**config.mk**
```make
export PLATFORM = sky130hd
export DESIGN_NAME = xbus_strobe_seq
export DESIGN_NICKNAME = d
export VERILOG_FILES = /design/src/rtl/xbus_strobe_seq.sv
export SDC_FILE = /design/constraint.sdc
export NUM_CORES = 1
export LEC_CHECK = 0
export ABC_AREA = 1
export BUFFER_PORTS_ARGS = -buffer_cell sky130_fd_sc_hd__buf_2
export CORE_MARGIN = 4
export CORE_UTILIZATION = 52
export DETAILED_ROUTE_END_ITERATION = 8
export GPL_ROUTABILITY_DRIVEN = 0
export PLACE_DENSITY = 0.79
export SYNTH_ARGS = -nofsm -noshare
export SYNTH_HDL_FRONTEND = slang
export SYNTH_SLANG_ARGS = --single-unit
```
**constraint.sdc**
```tcl
create_clock -name clk -period 2.3 [get_ports clk]
set_input_delay 0.46 -clock clk [delete_from_list [all_inputs] [get_ports clk]]
set_output_delay 0.46 -clock clk [all_outputs]
set_load 0.01 [all_outputs]
```
**src/rtl/xbus_strobe_seq.sv**
```systemverilog
module xbus_strobe_seq #(
  parameter int AW = 16,
  parameter int DW = 8
) (
  input  logic          clk,
  input  logic          rst_n,
  input  logic [2:0]    req_kind,
  input  logic [AW-1:0] req_addr,
  input  logic [DW-1:0] req_wdata,
  input  logic [AW-DW-1:0] p2_latch,
  input  logic [DW-1:0] p0_in,
  output logic          cyc_last,
  output logic          ale,
  output logic          psen_n,
  output logic          rd_n,
  output logic          wr_n,
  output logic [DW-1:0] p0_out,
  output logic          p0_oe,
  output logic [AW-DW-1:0] p2_out,
  output logic [DW-1:0] rd_data,
  output logic          rd_valid
);
  localparam int HW = AW - DW;
  localparam logic [3:0] HALF = 4'd6;
  localparam logic [3:0] LAST = 4'd11;
  localparam logic [2:0] K_FETCH = 3'd0;
  localparam logic [2:0] K_RD16  = 3'd1;
  localparam logic [2:0] K_WR16  = 3'd2;
  localparam logic [2:0] K_RD8   = 3'd3;
  localparam logic [2:0] K_WR8   = 3'd4;

  logic [3:0]    ph;
  logic [2:0]    kind;
  logic [AW-1:0] base;
  logic [DW-1:0] wdat;
  logic [DW-1:0] rdat;
  logic          rvld;

  logic          second;
  logic [3:0]    t;
  logic          is_data, is_wr, is_rd, is_8;
  logic [AW-1:0] cur_addr;
  logic          addr_win, strb_win, cap;

  assign second   = (ph >= HALF);
  assign t        = second ? ph - HALF : ph;
  assign is_data  = (kind != K_FETCH);
  assign is_wr    = (kind == K_WR16) || (kind == K_WR8);
  assign is_rd    = (kind == K_RD16) || (kind == K_RD8);
  assign is_8     = (kind == K_RD8) || (kind == K_WR8);
  assign cur_addr = (second && !is_data) ? base + {{(AW-1){1'b0}}, 1'b1} : base;

  assign addr_win = rst_n && (t < 4'd3) && !(is_data && second);
  assign strb_win = rst_n && is_data && (ph >= 4'd3);

  assign cyc_last = rst_n && (ph == LAST);
  assign ale      = rst_n && (t < 4'd2) && !(is_data && second);
  assign psen_n   = !(rst_n && !is_data && (t >= 4'd3));
  assign rd_n     = !(strb_win && !is_wr);
  assign wr_n     = !(strb_win && is_wr);
  assign p0_oe    = addr_win || (strb_win && is_wr);
  assign p0_out   = addr_win ? cur_addr[DW-1:0] :
                    (strb_win && is_wr) ? wdat : '0;
  assign p2_out   = !rst_n ? '0 :
                    (is_data && is_8) ? p2_latch : cur_addr[AW-1:DW];
  assign rd_data  = rdat;
  assign rd_valid = rvld;

  assign cap = (!is_data && (ph == 4'd5 || ph == LAST)) || (is_rd && ph == LAST);

  always_ff @(posedge clk or negedge rst_n) begin
    if (!rst_n) begin
      ph   <= '0;
      kind <= K_FETCH;
      base <= '0;
      wdat <= '0;
      rdat <= '0;
      rvld <= 1'b0;
    end else begin
      rvld <= cap;
      if (cap) rdat <= p0_in;
      if (ph == LAST) begin
        ph   <= '0;
        kind <= (req_kind > K_WR8) ? K_FETCH : req_kind;
        base <= req_addr;
        wdat <= req_wdata;
      end else begin
        ph <= ph + 4'd1;
      end
    end
  end

  a_r3_ale_alone: assert property (@(posedge clk) disable iff (!rst_n)
    ale |-> (psen_n && rd_n && wr_n))
    else $error("ale overlaps a read or write strobe");

  a_r5_one_strobe: assert property (@(posedge clk) disable iff (!rst_n)
    $onehot0({~psen_n, ~rd_n, ~wr_n}))
    else $error("more than one bus strobe active");

  a_r4_psen_after_ale: assert property (@(posedge clk) disable iff (!rst_n)
    $fell(psen_n) |-> $past(!ale))
    else $error("program strobe fell while ale was high");

  a_r6_float_on_read: assert property (@(posedge clk) disable iff (!rst_n)
    (!rd_n || !psen_n) |-> !p0_oe)
    else $error("low port driven during a read strobe");

  a_r6_drive_on_write: assert property (@(posedge clk) disable iff (!rst_n)
    !wr_n |-> p0_oe)
    else $error("low port not driven during write strobe");

  a_r2_cycle_wrap: assert property (@(posedge clk) disable iff (!rst_n)
    cyc_last |=> ale)
    else $error("new machine cycle did not open with ale");

  a_r8_valid_after_strobe: assert property (@(posedge clk) disable iff (!rst_n)
    rd_valid |-> $past(!psen_n || !rd_n))
    else $error("capture pulse without a preceding read strobe");

  localparam int UNUSED_HW = HW;
endmodule

```
**Yosys cells after proc, flatten, opt, wreduce, memory -nomap -nowiden**

Index checks and enable logic that the tools add are counted.

- Logic and storage cells: 58
- ROM bits: 0
- Memories: 0
- Output and inout bits: 31
- Bits in registers: 40
- Bits in writable memories: 0
- Latch bits: 0
- Input bits: 45

- Div/mod/pow operators: 0
- Shift operators: 0
- Bitwise operators: 0
- $lt $le $gt $ge: 6
- Reduce and logical (&&, ||, !) cells: 29
- Equal/unequal tests: 6
- Multiply operators: 0
- Add/sub/neg operators: 3
- Muxes and demuxes: 8

Operators with widths:

| operator | number |
|---|---|
| $mux W8 | 4 |
| $add A16 B1 Y16 const B | 1 |
| $logic_and A1 B1 Y1 | 16 |
| $mux W16 | 1 |
| $ge A4 B2 Y1 const B | 2 |
| $lt A4 B2 Y1 const B | 2 |
| $mux W4 | 2 |
| $eq A3 B2 Y1 const B | 2 |
| $logic_not A1 Y1 | 6 |
| $logic_or A1 B1 Y1 | 6 |
| $add A4 B1 Y4 const B | 1 |
| $eq A4 B3 Y1 const B | 1 |
| $eq A4 B4 Y1 const B | 1 |
| $ge A4 B3 Y1 const B | 1 |
| $sub A4 B3 Y4 const B | 1 |
| $eq A3 B1 Y1 const B | 1 |
| $eq A3 B3 Y1 const B | 1 |
| $gt A3 B3 Y1 const B | 1 |
| $mux W3 | 1 |
| $reduce_bool A3 Y1 | 1 |

**Depth between registers and ports, before layout**

- Depth after elaboration: 6
- Depth in mapped cells: 12
- Depth with buffers taken out: 11

**Least setup slack after synthesis**

OpenSTA, ideal clock, no wires.

- Path type: register to output
- Start point: reg ph[0]
- End point: out p0_out[2]
- Arrival time: 1.426 ns
- Path slack: 0.414 ns
- Stages on the path, launching flop included: 10
- Buffers on the path: 0
- Required time: 1.840 ns
- Cells stage by stage: dfrtp_1 inv_1 ha_1 inv_1 nand3_1 nand2_4 nor2_1 nor3_4 nand2_1 nand2_1

- Word-level cells in the longest chain between the ends: 6
- Elaborated cells between the ends (all ways): 15
- Those cells by class: add/sub: 1; order compare: 3; mux: 4; reduce/logical: 7

RTL lines:

| what | line | source |
|---|---|---|
| start, declared | 32 | `logic [3:0] ph;` |
| start signal, assigned | 88 | `ph <= ph + 4'd1;` |
| $sub A4 B3 Y4 or $ge A4 B3 Y1 (tied branches) | 46, 45 |  |
| $mux W4 | 46 | `assign t = second ? ph - HALF : ph;` |
| $lt A4 B2 Y1 | 53 | `assign addr_win = rst_n && (t < 4'd3) && !(is_data && second);` |
| $logic_and A1 B1 Y1 (2 in series) | 53 |  |
| $mux W8 * | 62 | `assign p0_out = addr_win ? cur_addr[DW-1:0] :` |
| end, declared | 17 | `output logic [DW-1:0] p0_out,` |

Every way passes the cells marked *; elsewhere a longest branch is shown, timed or not.

**Worst setup path after layout**

- Start point: reg ph[0]
- End point: out p0_out[1]

The elaborated chain is that of the path after synthesis.

==> impl_metrics.yaml <==
cts:
  cts_tree: "built"
  clock_sinks: 40
  cts-buffers-inserted: 5
  clk_pin_slew_ns: 0.07
  cts_buffer_depth: 2
  clock-root-buffer: "clkbuf_8"
  worst_skew_pair.late_latency_ns: 0.29
  hold_buffers: 0
  cts-htree-levels: 2
die:
  fp.dieW_um: 78.0
  core_sq_mm: 0.00472
  dieHeight_um: 78.0
  die_area_sq_mm: 0.00608
  pin_count: 76
  rows: 25
  start_util_pct: 53.9
detailed_routing:
  drtAntennaViolNets: 0
  wl_per_cell_um: 13.5
  dr.pass1.iters: 4
  drt_wl_total_um: 7050
  drc: 0
  num_vias: 2635
  drtIter0Drc: 162
  viasPerCell: 5.05
placed_design:
  portBuffers: 75
  hpwl_um: 4390
pwr:
  finalPower_uw: 1490
  peakVddDrop_mv: 0.427
  power_density_mw_per_mm2: 441
  power.leakage_uw: 0.00185
timing:
  fin_setup_tns_ns: -1.08
  finalSetupViolCount: 17
  slew_headroom_pct: 62.6
  skew_ns: 0.00257
  fin_ws_ns: -0.119
  drv_slew: 0
  fin_crit_sh_pct: 105
  rsz0062_at_grt: "true"
  hold_viol_final: 0
  worstMarginPinSlew_ns: 0.555
  fin_crit_ns: 2.42
  fmaxAchievable_ghz: 0.413
yosys:
  synthCells: 364
  synthMuxAreaShare_pct: 0
  ys_seq_elements: 40
  synthAdderAreaFrac_pct: 1.97
  yosysTopAreaCell: "dfrtp_1"
  synth.cell_area_sq_mm: 0.00255
  ys_async_sr_fraction_pct: 100
  synth_edf_count: 0
  ys_types: 28
  ys_seq_area_share_pct: 39.3
  synth_top_area_share_pct: 39.3
  synth.area.top_cells: "dfrtp_1 39%, nand2_1 19%, inv_1 6.5%"
  synth-main-ff-cell: "dfrtp_1"
  synthXorXnorAreaFrac_pct: 2.75
  synthSimpleGateAreaFrac_pct: 35.6
  synth_top_family_by_area: "simple AND/OR/NAND/NOR gates"
  synth_compound_area_share_pct: 9.63
  synth.net_count: 413
  synth-warning-count: 0
  synth.avg_cell_area_sq_um: 7.00
cells_and_area:
  multiInputGateArea_sq_mm: 0.00145
  mostFrequentLayoutCell: "nand2_1"
  nFillCells: 355
  diodes: 0
  regArea_sq_mm: 0.00100
  final_cell_mix: "118 x nand2_1, 74 x buf_2, 39 x dfrtp_1"
  final_util_pct: 71.5
  nNetsFinal: 504
  drive_gt1_share_pct: 36.3
  area_growth_syn_to_layout_pct: 32.6
min_path:
  hp-class: "input pin to async pin"
run:
  max-cap-violations: 0
setup_path:
  path_max_fanout: 5
  crit_required_ns: 1.84
  end_kind: "output port"
  cp-start-kind: "flop"
  crit_type: "flop to output port"
  crit_arrival_ns: 1.96
  rr_worst_depth: 9
global_routing:
  grt_pass1_wl_um: 10600
  grt_usage_pct: 21.9
  antenna_found_initial: 0
  gr-total-overflow: 0
  grt_pass1_vias: 2394
  grt_start_max_net_pins: 39
status:
  violations: "negative setup slack"
  status: "finished with violations"
==> final timing paths <==
path                              from         end  slack [ns]
max in group asynchronous        rst_n  rd_data[2]        1.66
min                              rst_n       ph[2]        0.14
max                              ph[0]   p0_out[1]       -0.12
min reg2reg                 rd_data[2]  rd_data[2]        0.52
max reg2reg                      ph[0]  rd_data[7]        0.57
min in group clk           req_kind[0]     kind[2]        0.36
==> logic make-up after synthesis <==
group | Yosys count
fa+ha+maj | 4
simple gates | 203
flops | 40
compound gates | 46
buf+inv | 63
xor+xnor | 8
==> power breakdown <==
| part | internal [uW] | switching [uW] | total [uW] |
|---|---|---|---|
| clock | 206 | 242 | 449 |
| combinational | 109 | 153 | 263 |
| sequential | 745 | 32.8 | 778 |
==> sequential cells by signal, indices dropped and copies added (netlist names) <==
signal / cells
base: 16
rd_valid: 1
rd_data: 8
ph: 4
wdat: 8
kind: 3
==> metal layers <==
layer	routed length [um]	global-route usage (%)	up-vias	share of wire [%]
li1	-	-	1309	-
met1	2870	27.1	1229	41
met2	3600	37.5	84	51
met3	436	4.18	13	6.2
met4	133	8.74	0	1.9
met5	0	0	-	0
==> synth_stat cells, types with 4 or more instances <==
master      n
o21ai_0    27
o21ai_1    11
clkbuf_1    5
a21oi_1     4
nand4_1     8
xor2_1      5
inv_2       7
inv_1      44
nand2_1   129
nand3_1    17
ha_1        4
nor2_2     11
nor2_1     26
dfrtp_1    40
==> worst max-delay path, cell delays in order (launching register included) <==
cell	delay, ns
dfrtp_1	0.40
buf_4	0.16
ha_4	0.15
nor2_2	0.05
nand2_1	0.11
nand3_2	0.12
or2_4	0.31
nor2_4	0.11
nand2_1	0.06
nand2_1	0.06
buf_2	0.13
==> layout make-up <==
class / count / share of cell area (%)
repair buffers: 94 / 16.9
inverters: 51 / 5.67
clock buffers: 6 / 2.15
multi-input cells: 263 / 42.9
clock inverters: 1 / 0.148
well taps: 67 / 2.48
flip-flops and latches: 40 / 29.7
==> per-stage QoR <==
step / cell area (sq um) / hold slack, ns / setup slack (ns) / instances
2_1_floorplan: 2550 / 0.164 / 0.414 / 364
3_3_place_gp: 2990 / 0.443 / 0.166 / 501
3_5_place_dp: 2990 / 0.441 / 0.0968 / 501
4_1_cts: 3250 / 0.135 / -0.0785 / 518
5_1_grt: 3380 / 0.146 / -0.177 / 522
6_report: 3380 / 0.144 / -0.119 / 522
==> what timing repair did <==
action	in CTS	in global routing
gates resized for setup	27	28
setup endpoints to repair	18	17
buffers inserted	8	3
gates cloned	2	1
pin swaps	12	14
Power figures use the tool's default switching activity.
